## config.mk

```make
export PLATFORM = sky130hd
export DESIGN_NAME = stop_wake_ctrl
export DESIGN_NICKNAME = d
export VERILOG_FILES = /design/src/rtl/swc_pkg.sv /design/src/rtl/swc_level_max.sv /design/src/rtl/swc_wake_qual.sv /design/src/rtl/swc_stop_fsm.sv /design/src/rtl/stop_wake_ctrl.sv
export SDC_FILE = /design/constraint.sdc
export NUM_CORES = 1
export LEC_CHECK = 0
export BUFFER_PORTS_ARGS = -buffer_cell sky130_fd_sc_hd__buf_2
export CORE_AREA = 5 5 42 44
export CTS_BUF_LIST = sky130_fd_sc_hd__clkbuf_16
export DETAILED_ROUTE_END_ITERATION = 12
export DIE_AREA = 0 0 47 49
export PLACE_DENSITY = 0.53
export SLEW_MARGIN = 15
export SYNTH_ARGS = -nofsm -noshare
export SYNTH_HDL_FRONTEND = slang
export SYNTH_SLANG_ARGS = --single-unit
```

## constraint.sdc

```tcl
create_clock -name clk -period 1.5 [get_ports clk]
set_clock_uncertainty 0.15 [all_clocks]
set_input_delay 0.3 -clock clk [delete_from_list [all_inputs] [get_ports clk]]
set_output_delay 0.3 -clock clk [all_outputs]
set_load 0.05 [all_outputs]
```

## src/rtl/swc_pkg.sv

```systemverilog
package swc_pkg;
  localparam int unsigned LVL_W   = 3;
  localparam int unsigned MAX_LVL = (1 << LVL_W) - 1;

  typedef enum logic {
    ST_RUN  = 1'b0,
    ST_STOP = 1'b1
  } swc_state_e;
endpackage

```

## src/rtl/swc_level_max.sv

```systemverilog
module swc_level_max #(
  parameter int unsigned N_SRC = 2,
  parameter int unsigned LVL_W = 3
) (
  input  logic [N_SRC*LVL_W-1:0] lvls,
  output logic [LVL_W-1:0]       top_lvl
);
  logic [LVL_W-1:0] chain [N_SRC+1];

  assign chain[0] = '0;

  for (genvar g = 0; g < N_SRC; g++) begin : g_cmp
    logic [LVL_W-1:0] cur;
    assign cur          = lvls[g*LVL_W +: LVL_W];
    assign chain[g + 1] = (cur > chain[g]) ? cur : chain[g];
  end

  assign top_lvl = chain[N_SRC];
endmodule

```

## src/rtl/swc_wake_qual.sv

```systemverilog
module swc_wake_qual #(
  parameter int unsigned LVL_W = 3
) (
  input  logic [LVL_W-1:0] top_lvl,
  input  logic [LVL_W-1:0] ref_mask,
  output logic             hit
);
  localparam logic [LVL_W-1:0] NMI_LVL = {LVL_W{1'b1}};

  always_comb begin
    hit = (top_lvl > ref_mask) || (top_lvl == NMI_LVL);
  end
endmodule

```

## src/rtl/swc_stop_fsm.sv

```systemverilog
module swc_stop_fsm
  import swc_pkg::*;
#(
  parameter int unsigned LVL_W = 3
) (
  input  logic             clk,
  input  logic             rst_n,
  input  logic             stop_req,
  input  logic [LVL_W-1:0] irq_mask,
  input  logic             keep_sys_clk,
  input  logic             wake_hit,
  output logic             stopped,
  output logic             keep_held,
  output logic [LVL_W-1:0] mask_held
);
  swc_state_e       state_q, state_d;
  logic [LVL_W-1:0] mask_q, mask_d;
  logic             keep_q, keep_d;
  logic             cap_en;

  assign cap_en = (state_q == ST_RUN) && stop_req;

  always_comb begin
    state_d = state_q;
    mask_d  = mask_q;
    keep_d  = keep_q;
    unique case (state_q)
      ST_RUN: begin
        if (cap_en) begin
          state_d = ST_STOP;
          mask_d  = irq_mask;
          keep_d  = keep_sys_clk;
        end
      end
      ST_STOP: begin
        if (wake_hit) state_d = ST_RUN;
      end
      default: state_d = ST_RUN;
    endcase
  end

  always_ff @(posedge clk or negedge rst_n) begin
    if (!rst_n) begin
      state_q <= ST_RUN;
      mask_q  <= '0;
      keep_q  <= 1'b1;
    end else begin
      state_q <= state_d;
      if (cap_en) begin
        mask_q <= mask_d;
        keep_q <= keep_d;
      end
    end
  end

  assign stopped   = (state_q == ST_STOP);
  assign keep_held = keep_q;
  assign mask_held = mask_q;

  // captured mask is frozen while stop persists
  a_r11_mask_frozen: assert property (@(posedge clk) disable iff (!rst_n)
    (stopped && $past(stopped)) |-> $stable(mask_q));
  // captured configuration bit is frozen while stop persists
  a_r3_keep_frozen: assert property (@(posedge clk) disable iff (!rst_n)
    (stopped && $past(stopped)) |-> $stable(keep_q));
endmodule

```

## src/rtl/stop_wake_ctrl.sv

```systemverilog
module stop_wake_ctrl
  import swc_pkg::*;
#(
  parameter int unsigned N_SRC = 2
) (
  input  logic                   clk,
  input  logic                   rst_n,
  input  logic                   stop_req,
  input  logic [LVL_W-1:0]       irq_mask,
  input  logic                   keep_sys_clk,
  input  logic [N_SRC*LVL_W-1:0] req_lvls,
  output logic                   core_clk_en,
  output logic                   sys_clk_en,
  output logic                   mon_en,
  output logic                   stop_active
);
  logic [LVL_W-1:0] top_lvl;
  logic [LVL_W-1:0] mask_held;
  logic             keep_held;
  logic             wake_hit;
  logic             stopped;

  swc_level_max #(.N_SRC(N_SRC), .LVL_W(LVL_W)) u_max (
    .lvls    (req_lvls),
    .top_lvl (top_lvl)
  );

  swc_wake_qual #(.LVL_W(LVL_W)) u_qual (
    .top_lvl  (top_lvl),
    .ref_mask (mask_held),
    .hit      (wake_hit)
  );

  swc_stop_fsm #(.LVL_W(LVL_W)) u_fsm (
    .clk          (clk),
    .rst_n        (rst_n),
    .stop_req     (stop_req),
    .irq_mask     (irq_mask),
    .keep_sys_clk (keep_sys_clk),
    .wake_hit     (wake_hit),
    .stopped      (stopped),
    .keep_held    (keep_held),
    .mask_held    (mask_held)
  );

  assign stop_active = stopped;
  assign core_clk_en = !stopped;
  assign sys_clk_en  = !stopped || keep_held;
  assign mon_en      = !stopped;

  // request while running enters stop at the next edge
  a_r2_enter: assert property (@(posedge clk) disable iff (!rst_n)
    (!stop_active && stop_req) |=> (stop_active && !core_clk_en));
  // a qualifying level ends stop at the next edge
  a_r5_wake: assert property (@(posedge clk) disable iff (!rst_n)
    (stop_active && (top_lvl > mask_held)) |=> (!stop_active && core_clk_en && sys_clk_en));
  // no qualifying level keeps the block stopped
  a_r6_hold: assert property (@(posedge clk) disable iff (!rst_n)
    (stop_active && !wake_hit) |=> stop_active);
  // the top level always ends stop
  a_r7_top_level: assert property (@(posedge clk) disable iff (!rst_n)
    (stop_active && (top_lvl == LVL_W'(MAX_LVL))) |=> !stop_active);
  // monitors off exactly during stop
  a_r4_monitors: assert property (@(posedge clk) disable iff (!rst_n)
    $onehot0({mon_en, stop_active}) && (mon_en || stop_active));
endmodule

```

==> summary.md <==
| Metric | Value |
|---|---|
| Outcome | `complete, but fails checks` |
| Failing checks | `setup timing` |
| IO buf count | `16` |
| Boundary pin count | `17` |
| Reg2reg start | `u_fsm.mask_held[1]` |
| Pre-CTS WS | `-0.948 ns` |
| Die Y | `49 um` |
| Clock root buffer | `clkbuf_16` |
| Share of cells above drive strength 1 | `just over 60%` |
| Slew HR | `between 80% and 90%` |
| Post-Syn Area | `~410 um2` |
| Class of the worst hold path | `primary input to flop` |
| Mapped Cells | `45` |
| Area growth syn-to-layout | `79.4%` |
| Most frequent cells in the layout | `buf_2 (14), buf_4 (6), inv_1 (5)` |
| Startpoint types | `primary input` |
| Maximum clock frequency | `0.465 GHz` |
| RSZ-0062 raised after global routing | `true` |
| TritonCTS clock tree | `done` |
| Number of global-route vias before repair | `around 400` |
| CP Data Arrival Time | `2.11 ns` |
| Sequential share of the synthesized area | `31.1%` |
| Clk slew on worst S/H paths | `roughly 0.030 ns` |
| Measured slew at the worst slew-check pin | `~0.28 ns` |
| Finished Layout Cells | `85` |
| Routability Congestion | `between 0.6 and 0.7` |
| Crit. End Element | `flop` |
| Count of different cell masters after synthesis | `22` |
| Final Cell Area | `roughly 730 um2` |
| Antenna Cells | `0` |
| HP Start | `irq_mask[2]` |
| Final net count | `89` |
| Clock Path Buffers | `2` |
| Cell Pwr Density | `between 1500 and 2000 nW/um2` |
| Hold Slack | `0.128 ns` |
| First-pass GRT wire length | `~1700 um` |
| Placed cells | `between 70 and 80` |
| Critical Path Fanout Max | `4` |
| Reg2Reg Setup Slack | `-0.04 ns` |
| Initial antenna violation count | `0` |
| Initial core utilization | `29.0%` |
| Crit. Startpoint | `req_lvls[2]` |
| Post-DP Area | `606 um2` |
| Setup violations, final | `1` |
| Routed vias | `between 300 and 400` |
| Via-to-Cell Ratio | `around 4.6` |
| Syn_nets | `64` |
| Synth Warn # | `0` |
| H-tree Lvls | `1` |
| Average cell area after synthesis | `around 9.0 um2` |
| DRT Wirelength | `between 900 and 1000 um` |
| CP required | `between 1 and 1.5 ns` |
| Final HPWL DP | `between 700 and 800 um` |
| Tot GR Track Use | `about 11%` |
| Max VDD drop | `about 0.61 mV` |
| Leading cell type in the layout, fill and taps excluded | `buf_2` |
| Leakage | `roughly 0.36 nW` |
| 1st-iter DRT viols | `2` |
| DRT Pass-1 Iters | `2` |
| PnR worst setup slack | `-0.650 ns` |
| Pin count of the biggest net entering global routing | `7` |
| Max Slew Vio Count | `0` |
| Die X | `~47 um` |
| Clock latency at the later pin of the worst-skew pair | `0.23 ns` |
| Residual DRC | `0` |
| Routed WL per cell | `approximately 11 um` |
| Gr ovfl total | `0` |
| # Max-Cap Violations | `0` |
| Clock sinks | `5` |
| Final ANT Viol Nets | `0` |
| Period utilization | `143%` |
| CP Class | `primary input to flop` |
| Num CTS Buffers | `3` |
| Fin crit period | `~2.2 ns` |
| Synthesis-stage register bit count | `5` |
| Core area | `approximately 1400 um2` |
| DIE AREA | `between 2000 and 2500 um2` |
| Row Count | `14` |
| Setup TNS | `-0.650 ns` |
| Final number of hold-violating endpoints | `0` |
==> logic make-up (layout without fill, tap and decap cells) <==
group / count (synthesis) / count (layout) / share of synthesized area [%]
AO/OA/AOI/OAI: 10 / 10 / 15.4
multiplexers: 4 / 4 / 11.7
buffers and inverters: 9 / 33 / 9.23
AND/OR/NAND/NOR: 11 / 11 / 14.2
adder cells (fa/ha/maj): 6 / 6 / 18.5
flip-flops: 5 / 5 / 31.1
==> metrics by stage <==
stage               util, %  power (mW)
floorplan                 -       0.750
global placement       43.2       0.875
detailed placement     43.2       0.892
CTS                    51.5        1.38
global route           52.1        1.49
finish                 52.1        1.39
==> worst paths after layout <==
path | to | depth (start not counted)
worst min-delay path | u_fsm.mask_held[2] | 3
max in group asynchronous | u_fsm.keep_held | 2
worst max-delay path | u_fsm.stopped | 13
min in group asynchronous | u_fsm.mask_held[1] | 2
worst min register to register | u_fsm.mask_held[0] | 1
worst max register to register | u_fsm.stopped | 7
==> layout make-up <==
class	instances	area [um2]
inverter	6	25.0
clock inverter	1	3.75
tap	16	20.0
fill	142	672
sequential	5	126
timing repair buffer	23	151
clock buffer	3	75.1
multi-input combinational	31	328
==> report_power, final <==
part | internal [mW] | total (mW) | switching, mW
combinational | 0.298 | 0.702 | 0.404
clock | 0.345 | 0.433 | 0.0875
sequential | 0.214 | 0.255 | 0.0410
==> synth_stat cells <==
master	n	area (um2)
nand2_1	4	15.0
o31a_1	1	8.76
nand3_1	2	10.0
and3_2	1	7.51
mux2_4	1	15.0
nor2b_1	2	12.5
nand2b_1	1	6.26
o21ai_1	1	5.00
dfstp_2	1	26.3
mux2_2	2	22.5
a21oi_1	2	10.0
ha_1	6	75.1
inv_1	6	22.5
or2_2	1	6.26
o21a_1	1	7.51
dfrtp_1	4	100
o21ai_2	1	8.76
o21ai_0	3	15.0
buf_4	1	7.51
clkbuf_1	2	7.51
mux2i_1	1	10.0
a21o_1	1	7.51
==> timing repair <==
| item | in CTS | in global routing |
|---|---|---|
| hold buffers | 1 | 0 |
| endpoints found under the setup margin | 2 | 2 |
| endpoints found under the hold margin | 5 | 0 |
| setup buffers | 1 | 0 |
| pin swaps | 9 | 2 |
| gates resized for setup | 4 | 2 |
==> layer usage <==
metal | track usage (%) | vias up | wire length, um
met5 | 0 | - | 0
met2 | 15.6 | 15 | 439
li1 | - | 198 | -
met3 | 5.90 | 6 | 82
met4 | 11.1 | 0 | 54
met1 | 11.1 | 168 | 354
==> sequential cells by signal, summed over array words and instances, names as in the netlist <==
signal	flops
u_fsm.mask_held	3
u_fsm.keep_held	1
u_fsm.stopped	1
==> critical path: stages <==
cell	delay [ns]
buf_8	0.10
inv_4	0.04
ha_4	0.21
a21oi_4	0.14
o21ai_4	0.09
and3_4	0.18
or2_4	0.23
ha_4	0.27
nor2b_4	0.12
o21a_1	0.14
o21ai_2	0.05
a21o_1	0.14
o31a_1	0.09
No activity file was read; power rests on OpenSTA's default activity.
